--- src/rtl/wadc_pkg.sv ---
// Package: shared constants for the dual-channel ramp converter.
// Assumes: exactly two capture channels, indexed as below.
package wadc_pkg;
    localparam int LANE_COUNT = 2;
    localparam int CHARGE_IDX = 0;
    localparam int TIME_IDX   = 1;
endpackage

--- src/rtl/wadc_ramp_seq.sv ---
// Module: wadc_ramp_seq
// Owns the ramp counter and the busy/done sequencing. A start seen while
// idle launches a conversion; the conversion finishes when every channel
// has captured or the counter sits at full scale.
// Assumes: all_hit_i already includes captures happening this cycle.
module wadc_ramp_seq #(
    parameter int CNT_W = 12
) (
    input  logic             clk,
    input  logic             rst_n,
    input  logic             start_i,
    input  logic             all_hit_i,
    output logic             launch_o,
    output logic             busy_o,
    output logic             done_o,
    output logic             at_full_o,
    output logic [CNT_W-1:0] cnt_o
);
    localparam logic [CNT_W-1:0] FULL = '1;

    logic             busy_q;
    logic             done_q;
    logic [CNT_W-1:0] cnt_q;
    logic             finish;

    // Accept a start only while idle; finish on all captures or full scale.
    always_comb begin
        launch_o  = start_i & ~busy_q;
        at_full_o = busy_q & (cnt_q == FULL);
        finish    = busy_q & (all_hit_i | at_full_o);
    end

    // Advance the counter and keep busy/done state.
    always_ff @(posedge clk) begin
        if (!rst_n) begin
            busy_q <= 1'b0;
            done_q <= 1'b0;
            cnt_q  <= '0;
        end else begin
            done_q <= finish;
            if (launch_o) begin
                busy_q <= 1'b1;
                cnt_q  <= '0;
            end else if (finish) begin
                busy_q <= 1'b0;
            end else if (busy_q) begin
                cnt_q <= cnt_q + 1'b1;
            end
        end
    end

    assign busy_o = busy_q;
    assign done_o = done_q;
    assign cnt_o  = cnt_q;


    done_idle_chk: assert property (@(posedge clk) disable iff (!rst_n)
        done_q |-> !busy_q);


    done_pulse_chk: assert property (@(posedge clk) disable iff (!rst_n)
        done_q |=> !done_q);


    ramp_step_chk: assert property (@(posedge clk) disable iff (!rst_n)
        (busy_q && !finish) |=> (busy_q && cnt_q == $past(cnt_q) + 1'b1));


    launch_zero_chk: assert property (@(posedge clk) disable iff (!rst_n)
        launch_o |=> (busy_q && cnt_q == '0));
endmodule

--- src/rtl/wadc_lane.sv ---
// Module: wadc_lane
// One capture channel. Detects the first low-to-high transition of its
// comparator while a conversion runs and stores the counter in Gray code.
// If full scale arrives first, stores the full-scale code and flags overflow.
// Assumes: launch_i and at_full_i come from the sequencer, same clock.
module wadc_lane #(
    parameter int CNT_W = 12
) (
    input  logic             clk,
    input  logic             rst_n,
    input  logic             cmp_i,
    input  logic             launch_i,
    input  logic             busy_i,
    input  logic             at_full_i,
    input  logic [CNT_W-1:0] cnt_i,
    output logic             hit_o,
    output logic [CNT_W-1:0] code_o,
    output logic             ovf_o
);
    localparam logic [CNT_W-1:0] FULL = '1;

    function automatic logic [CNT_W-1:0] to_gray(input logic [CNT_W-1:0] b);
        return b ^ (b >> 1);
    endfunction

    localparam logic [CNT_W-1:0] FULL_GRAY = to_gray(FULL);

    logic             cmp_q;
    logic             hit_q;
    logic             ovf_q;
    logic [CNT_W-1:0] code_q;
    logic             rise;
    logic             take;
    logic             force_full;

    // Edge detect and capture decisions for this cycle.
    always_comb begin
        rise       = cmp_i & ~cmp_q;
        take       = busy_i & ~hit_q & rise;
        force_full = busy_i & ~hit_q & ~rise & at_full_i;
        hit_o      = hit_q | take;
    end

    // Remember the comparator level for edge detection.
    always_ff @(posedge clk) begin
        if (!rst_n) cmp_q <= 1'b0;
        else        cmp_q <= cmp_i;
    end

    // Clear on launch, capture once, or fill with full scale.
    always_ff @(posedge clk) begin
        if (!rst_n) begin
            hit_q  <= 1'b0;
            ovf_q  <= 1'b0;
            code_q <= '0;
        end else if (launch_i) begin
            hit_q  <= 1'b0;
            ovf_q  <= 1'b0;
            code_q <= '0;
        end else if (take) begin
            hit_q  <= 1'b1;
            code_q <= to_gray(cnt_i);
        end else if (force_full) begin
            hit_q  <= 1'b1;
            ovf_q  <= 1'b1;
            code_q <= FULL_GRAY;
        end
    end

    assign code_o = code_q;
    assign ovf_o  = ovf_q;


    hold_code_chk: assert property (@(posedge clk) disable iff (!rst_n)
        (hit_q && !launch_i) |=> ($stable(code_q) && $stable(ovf_q)));


    ovf_code_chk: assert property (@(posedge clk) disable iff (!rst_n)
        ovf_q |-> (hit_q && code_q == FULL_GRAY));


    launch_clear_chk: assert property (@(posedge clk) disable iff (!rst_n)
        launch_i |=> (!hit_q && !ovf_q && code_q == '0));
endmodule

--- src/rtl/dual_ramp_adc.sv ---
// Module: dual_ramp_adc (top)
// Dual-channel single-slope converter sequencer: one shared ramp counter,
// one capture channel per comparator (charge, fine time), Gray-coded results.
// Assumes: comparators are synchronous to clk; ramp is started externally
// in step with the accept edge.
module dual_ramp_adc #(
    parameter int CNT_W = 12
) (
    input  logic             clk,
    input  logic             rst_n,
    input  logic             start_i,
    input  logic             cmp_charge_i,
    input  logic             cmp_time_i,
    output logic             busy_o,
    output logic             done_o,
    output logic [CNT_W-1:0] charge_gray_o,
    output logic [CNT_W-1:0] time_gray_o,
    output logic             charge_ovf_o,
    output logic             time_ovf_o
);
    import wadc_pkg::*;

    logic [LANE_COUNT-1:0] cmp_vec;
    logic [LANE_COUNT-1:0] hit_vec;
    logic [LANE_COUNT-1:0] ovf_vec;
    logic [CNT_W-1:0]      code_arr [LANE_COUNT];
    logic                  launch;
    logic                  at_full;
    logic [CNT_W-1:0]      cnt;

    // Gather comparator inputs in lane order.
    always_comb begin
        cmp_vec[CHARGE_IDX] = cmp_charge_i;
        cmp_vec[TIME_IDX]   = cmp_time_i;
    end

    wadc_ramp_seq #(.CNT_W(CNT_W)) u_seq (
        .clk       (clk),
        .rst_n     (rst_n),
        .start_i   (start_i),
        .all_hit_i (&hit_vec),
        .launch_o  (launch),
        .busy_o    (busy_o),
        .done_o    (done_o),
        .at_full_o (at_full),
        .cnt_o     (cnt)
    );

    for (genvar i = 0; i < LANE_COUNT; i++) begin : g_lane
        wadc_lane #(.CNT_W(CNT_W)) u_lane (
            .clk       (clk),
            .rst_n     (rst_n),
            .cmp_i     (cmp_vec[i]),
            .launch_i  (launch),
            .busy_i    (busy_o),
            .at_full_i (at_full),
            .cnt_i     (cnt),
            .hit_o     (hit_vec[i]),
            .code_o    (code_arr[i]),
            .ovf_o     (ovf_vec[i])
        );
    end

    assign charge_gray_o = code_arr[CHARGE_IDX];
    assign time_gray_o   = code_arr[TIME_IDX];
    assign charge_ovf_o  = ovf_vec[CHARGE_IDX];
    assign time_ovf_o    = ovf_vec[TIME_IDX];


    done_all_chk: assert property (@(posedge clk) disable iff (!rst_n)
        done_o |-> (&hit_vec));


    start_clear_chk: assert property (@(posedge clk) disable iff (!rst_n)
        $rose(busy_o) |-> (charge_gray_o == '0 && time_gray_o == '0
                           && !charge_ovf_o && !time_ovf_o));


    reset_state_chk: assert property (@(posedge clk)
        $past(!rst_n) |-> (!busy_o && !done_o && !charge_ovf_o && !time_ovf_o));
endmodule

--- config.mk ---
export PLATFORM = sky130hd
export DESIGN_NAME = dual_ramp_adc
export DESIGN_NICKNAME = d
export VERILOG_FILES = /design/src/rtl/wadc_pkg.sv /design/src/rtl/wadc_ramp_seq.sv /design/src/rtl/wadc_lane.sv /design/src/rtl/dual_ramp_adc.sv
export SDC_FILE = /design/constraint.sdc
export NUM_CORES = 1
export LEC_CHECK = 0
export ABC_AREA = 0
export CAP_MARGIN = 10
export CORE_MARGIN = 2
export CORE_UTILIZATION = 36
export DETAILED_ROUTE_END_ITERATION = 16
export PLACE_DENSITY_LB_ADDON = 0.25
export SLEW_MARGIN = 20
export SYNTH_ARGS = -nofsm -noshare
export SYNTH_HDL_FRONTEND = slang
export SYNTH_SLANG_ARGS = --single-unit
--- constraint.sdc ---
create_clock -name clk -period 1.9 [get_ports clk]
set_input_delay 0.475 -clock clk [delete_from_list [all_inputs] [get_ports clk]]
set_output_delay 0.475 -clock clk [all_outputs]
set_load 0.005 [all_outputs]
# After elaboration in Yosys (flattened, before gate mapping)
# Index checks and enable logic that the tools add are counted.
totals:
  ff_bits: 44
  in_bits: 5
  out_inout_bits: 28
  elab_cells: 59
op_classes:
  n_addsub: 1
  n_eq_ne: 1
  n_mux: 10
  n_bitwise: 28
  reduce_logical: 8
op_table:
  columns: ["operator", "count"]
  rows:
  - ["$mux W12", 4]
  - ["$and A1 B1 Y1", 13]
  - ["$add A12 B1 Y12 const B", 1]
  - ["$eq A12 B12 Y1 const B", 1]
  - ["$xor A12 B11 Y12", 1]
  - ["$not A1 Y1", 11]
  - ["$reduce_and A2 Y1", 4]
  - ["$mux W1", 6]
  - ["$reduce_bool A2 Y1", 3]
  - ["$or A1 B1 Y1", 3]
  - ["$reduce_or A2 Y1", 1]

# Depth between registers and ports, before layout
depth:
  word_depth: 9
  depth_mapped: 7
  ltp_nobuf: 5

# Hierarchy
# From an unflattened synthesis, not the netlist that was laid out.
hier_totals:
  cells_unflattened: 268
  area_unflattened_um2: 2267.2
modules_own_cells:
  columns: ["module", "instances", "cells_per_inst", "area_each_um2", "seq_area_each_um2"]
  rows:
  - ["wadc_lane", 2, 92, 755.7, 300.3]
  - ["wadc_ramp_seq", 1, 83, 749.5, 280.3]
  - ["dual_ramp_adc", 1, 1, 6.3, 0.0]

# Worst setup path after synthesis
# No wires, ideal clock.
synth_timing:
  path_kind: "flip-flop to flip-flop"
  start: "reg u_seq.cnt_q[0] (netlist: u_seq.cnt_o[0])"
  end: "reg g_lane[0].u_lane.code_q[10]"
  setup_time_ns: 0.117
  arrival_ns: 1.501
  required_time_ns: 1.783
  path_slack_ns: 0.282
  path_stages_with_launch: 8
  path_buffers: 2
  synth_period_minus_slack_ns: 1.618
  path_cell_list: "dfxtp_1 ha_1 nand3_1 clkbuf_1 o21ai_1 a21oi_1 buf_2 a22o_1"
synth_via:
  elab_chain_len: 4
synth_rtl:
  columns: ["element", "line", "rtl"]
  rows:
  - ["start, declared", "wadc_ramp_seq.sv:23", "logic [CNT_W-1:0] cnt_q;"]
  - ["start signal, assigned", "wadc_ramp_seq.sv:47", "cnt_q <= cnt_q + 1'b1;"]
  - ["$eq A12 B12 Y1", "wadc_ramp_seq.sv:29", "at_full_o = busy_q & (cnt_q == FULL);"]
  - ["$and A1 B1 Y1", "wadc_ramp_seq.sv:29", null]
  - ["$and A1 B1 Y1", "wadc_lane.sv:40", "force_full = busy_i & ~hit_q & ~rise & at_full_i;"]
  - ["$reduce_bool A2 Y1 (no line)", null, null]
  - ["end signal, assigned", "wadc_lane.sv:62", "code_q <= to_gray(cnt_i);"]
  - ["end, declared", "wadc_lane.sv:31", "logic [CNT_W-1:0] code_q;"]
# Every way passes these cells.
# A chain may end at the register's enable or synchronous reset.

# Worst setup path after layout
layout_timing:
  start: "in cmp_time_i"
  end: "reg u_seq.cnt_q[7] (netlist: u_seq.cnt_o[7])"
layout_via:
  elab_chain_len: 8
layout_rtl:
  columns: ["element", "line", "rtl"]
  rows:
  - ["start, declared", "dual_ramp_adc.sv:13", "input logic cmp_time_i,"]
  - ["$and A1 B1 Y1", "wadc_lane.sv:38", "rise = cmp_i & ~cmp_q;"]
  - ["$and A1 B1 Y1", "wadc_lane.sv:39", "take = busy_i & ~hit_q & rise;"]
  - ["$or A1 B1 Y1", "wadc_lane.sv:41", "hit_o = hit_q | take;"]
  - ["$reduce_and A2 Y1", "dual_ramp_adc.sv:41", ".all_hit_i (&hit_vec),"]
  - ["$or A1 B1 Y1", "wadc_ramp_seq.sv:30", "finish = busy_q & (all_hit_i | at_full_o);"]
  - ["$and A1 B1 Y1", "wadc_ramp_seq.sv:30", null]
  - ["$not A1 Y1 (no line)", null, null]
  - ["$reduce_and A2 Y1 (no line)", null, null]
# Every way passes these cells.

==> impl_metrics.csv <==
group,metric,value,unit
final_layout,final_common_cell,"sky130_fd_sc_hd__dfxtp_1",
setup_path,slowest_stage,"sky130_fd_sc_hd__or4_1",
pwr,max_rail_drop_vdd,0.0003455,V
setup_path,wp_data_arrival,2.08,ns
clocking,cts_inserted_buffers,5,
sta,final-setup-viol-count,0,
min_path,hold_path.class,"flip-flop to flip-flop",
sta,hold_fails_final_rpt,0,
global_route,antenna_found_initial,0,
synth,synth_area,1812,µm²
global_route,grt_overflow,0,
min_path,min-delay-start,"g_lane[1].u_lane.code_o[9]$_SDFFE_PP0P_",
routing,number_of_antenna_violating_nets_in_the_routed_design,0,
sta,achievable-frequency,0.5440,GHz
setup_path,crit_start,"cmp_time_i",
setup_path,worst-r2r-cell-count,6,
setup_path,crit_required,2.15,ns
synth,synth_area_per_cell,10.07,µm²
final_layout,multiInputGateArea,898.4,µm²
clocking,insertion_delay,0.31,ns
sta,rsz_0062_raised_after_global_routing,"no",
final_layout,final_nets,254,
run,timing.max_cap.violations,0,
routing,dr.pass1.iters,4,
setup_path,path_cells,"clkdlybuf4s50_1 -> and3b_1 -> o2bb2a_4 -> or4_1 -> a21oi_2",
global_route,first_pass_grt_wire_length,7686,µm
clocking,numClockSinks,44,
synth,synth_largest_type_area_fraction,48.62,%
die,floorplan.core_area,4786,µm²
place,routabilityCongestion,0.7764,
clocking,cts_max_level,2,
status,run_status,"finished, final reports clean",
sta,max_slew_violation_count,0,
die,die_h,74.94,µm
sta,hold_ws,0.4845,ns
clocking,clk_pin_slew,0.08,ns
final_layout,synthToLayoutAreaGrowth,40.88,%
min_path,worstHoldPathCells,1,
clocking,ctsLongestPathBuffers,2,
synth,yosys_register_bits,44,
synth,synth.yosys.warnings,0,
sta,setup_slack,0.06170,ns
final_layout,fillerInstances,442,
place,detailed_place_hpwl,3229,µm
sta,measured_slew_at_the_worst_slew_check_pin,0.5644,ns
sta,final_period_minus_worst_setup_slack,1.838,ns
routing,drt_drc_violations_left,0,
place,dp_worst_setup_slack,-0.4187,ns
die,floorplan.initialDensity,37.86,%
die,fp.dieArea,5616,µm²
setup_path,critPathKind,"input port to flip-flop",
routing,via_per_inst,5.186,
global_route,grt_pass1_vias,1613,
synth,syn-instance-count,180,
synth,netlist_top_cells_area,"sky130_fd_sc_hd__dfxtp_1, sky130_fd_sc_hd__a22o_1, sky130_fd_sc_hd__ha_1, sky130_fd_sc_hd__a21oi_1, sky130_fd_sc_hd__o21ai_1",
setup_path,critical_path.startpoint_type,"input port",
final_layout,drive_gt1_share,18.41,%
routing,dr.first_iter.drc_count,93,
setup_path,critical_path_maximum_fanout,10,
setup_path,critical_path.endpoint_type,"flip-flop",
synth,synth.net_count,196,
pwr,power-per-cell-area,707.3,nW/µm²
setup_path,timing.rr.start,"u_seq.cnt_o[6]$_SDFFE_PP0P_",
die,standard_cell_rows,25,
sta,clock_skew,0.003696,ns
routing,num_vias,1587,
routing,wl,4472,µm
pwr,p_leak,1.016,nW
routing,wl_per_cell,14.61,µm
synth,number_of_unique_standard_cell_types_used_by_synthesis,31,
synth,synth_seq_area_share,48.62,%
synth,synth.largest_area_cell,"sky130_fd_sc_hd__dfxtp_1",
global_route,global_route.usage.total,17.98,%
die,die-width,74.94,µm
sta,worst_max_slew_margin_expressed_relative_to_the_limit,62.37,%
clocking,cts_tree,"done",
global_route,pin_count_of_the_biggest_net_entering_global_routing,18,
place,portBuffers,32,
setup_path,largest_stage_delay_on_the_critical_path,0.55,ns
clocking,cts_hold_buffers,0,
sta,final.period_utilization,96.75,%
final_layout,mostFrequentLayoutCells,"sky130_fd_sc_hd__dfxtp_1, sky130_fd_sc_hd__clkdlybuf4s50_1, sky130_fd_sc_hd__buf_4, sky130_fd_sc_hd__a22o_1, sky130_fd_sc_hd__a21oi_1",
die,ioPinCount,33,
clocking,clk_root_buffer_cell,"sky130_fd_sc_hd__clkbuf_8",
final_layout,diodes,0,
final_layout,layout.area.seq,880.8,µm²
==> path summary, 6_finish.rpt <==
path,endpoint,slack [ns]
worst min register to register,g_lane[1].u_lane.code_o[9]$_SDFFE_PP0P_,0.48
worst max register to register,u_seq.cnt_o[7]$_SDFFE_PP0P_,0.13
worst min-delay path,g_lane[1].u_lane.code_o[9]$_SDFFE_PP0P_,0.48
worst max-delay path,u_seq.cnt_o[7]$_SDFFE_PP0P_,0.06
==> kinds of logic (layout without fill, tap and decap cells) <==
logic type | after synthesis | in the layout | synth area share, %
adders and majority gates | 11 | 11 | 7.597
muxes | 1 | 1 | 0.5525
and+or+nand+nor | 48 | 48 | 15.12
buffers and inverters | 12 | 71 | 2.900
DFF | 44 | 44 | 48.62
AOI/OAI and AO/OA | 64 | 64 | 25.21
==> registers in the layout (all words and copies together), names as in the netlist <==
name,count
u_seq.busy_o,1
g_lane.u_lane.hit_q,2
u_seq.cnt_o,12
u_seq.done_o,1
g_lane.u_lane.ovf_o,2
g_lane.u_lane.code_o,24
g_lane.u_lane.cmp_q,2
==> routing by layer <==
metal | routed length [µm] | track usage (%) | vias to the layer above
li1 | - | - | 795
met1 | 2027 | 23.12 | 751
met2 | 2250 | 29.92 | 34
met3 | 129 | 3.614 | 7
met4 | 65 | 6.548 | 0
met5 | 0 | 0 | -
==> Yosys cell counts <==
master,n
sky130_fd_sc_hd__or3_1,8
sky130_fd_sc_hd__nor2b_1,4
sky130_fd_sc_hd__nand4b_1,1
sky130_fd_sc_hd__o211ai_1,4
sky130_fd_sc_hd__buf_1,1
sky130_fd_sc_hd__clkbuf_1,4
sky130_fd_sc_hd__o211a_1,1
sky130_fd_sc_hd__ha_1,11
sky130_fd_sc_hd__o2111ai_1,2
sky130_fd_sc_hd__nand3_1,2
sky130_fd_sc_hd__mux2i_1,1
sky130_fd_sc_hd__o31a_1,1
sky130_fd_sc_hd__dfxtp_1,44
sky130_fd_sc_hd__or4_1,3
sky130_fd_sc_hd__o21ai_1,11
sky130_fd_sc_hd__inv_1,1
sky130_fd_sc_hd__nand2b_1,4
sky130_fd_sc_hd__o31ai_1,3
sky130_fd_sc_hd__o2bb2a_4,1
sky130_fd_sc_hd__o21a_1,1
sky130_fd_sc_hd__a31oi_1,2
sky130_fd_sc_hd__nor2_1,5
sky130_fd_sc_hd__a21oi_1,16
sky130_fd_sc_hd__buf_2,6
sky130_fd_sc_hd__and3b_1,1
sky130_fd_sc_hd__nand2_1,6
sky130_fd_sc_hd__and3_1,2
sky130_fd_sc_hd__a22o_1,22
sky130_fd_sc_hd__and4_1,1
sky130_fd_sc_hd__nor3_1,6
sky130_fd_sc_hd__and2_1,5
==> cell type report <==
cell class,count,share of cell area [%]
clock buffers,5,2.696
clock inverters,3,1.667
inverters,1,0.1471
multi-input cells,124,35.20
flip-flops and latches,44,34.51
well taps,67,3.284
repair buffers,62,22.50
==> stage by stage <==
| stage | cells | util [%] | power (mW) | TNS, ns | area (µm²) |
|---|---|---|---|---|---|
| after floorplan | 180 | - | 1.030 | 0 | 1812 |
| after global placement | 298 | 50.51 | 1.096 | -9.674 | 2417 |
| after detailed placement | 298 | 50.51 | 1.096 | -10.28 | 2417 |
| after CTS | 306 | 52.99 | 1.811 | 0 | 2536 |
| after global routing | 306 | 53.33 | 1.876 | 0 | 2552 |
| final | 306 | 53.33 | 1.805 | 0 | 2552 |
==> worst max-delay path: cells and delay by family <==
kind / cells / cell delay [ns]
and+or+nand+nor: 2 / 0.75
AOI/OAI and AO/OA: 2 / 0.43
buffers and inverters: 1 / 0.43
==> report_power, final <==
| part | leakage (nW) | switching, mW | internal (mW) |
|---|---|---|---|
| combinational | 0.606 | 0.0820 | 0.0641 |
| sequential | 0.355 | 0.00497 | 0.931 |
| clock | 0.0541 | 0.335 | 0.389 |
==> what timing repair did <==
| action | 4_1_cts | 5_1_grt |
|---|---|---|
| buffers inserted | 0 | 0 |
| endpoints found under the setup margin | 22 | 13 |
| gates resized for setup | 2 | 4 |
Note: power is estimated with default switching activity, not from simulation.
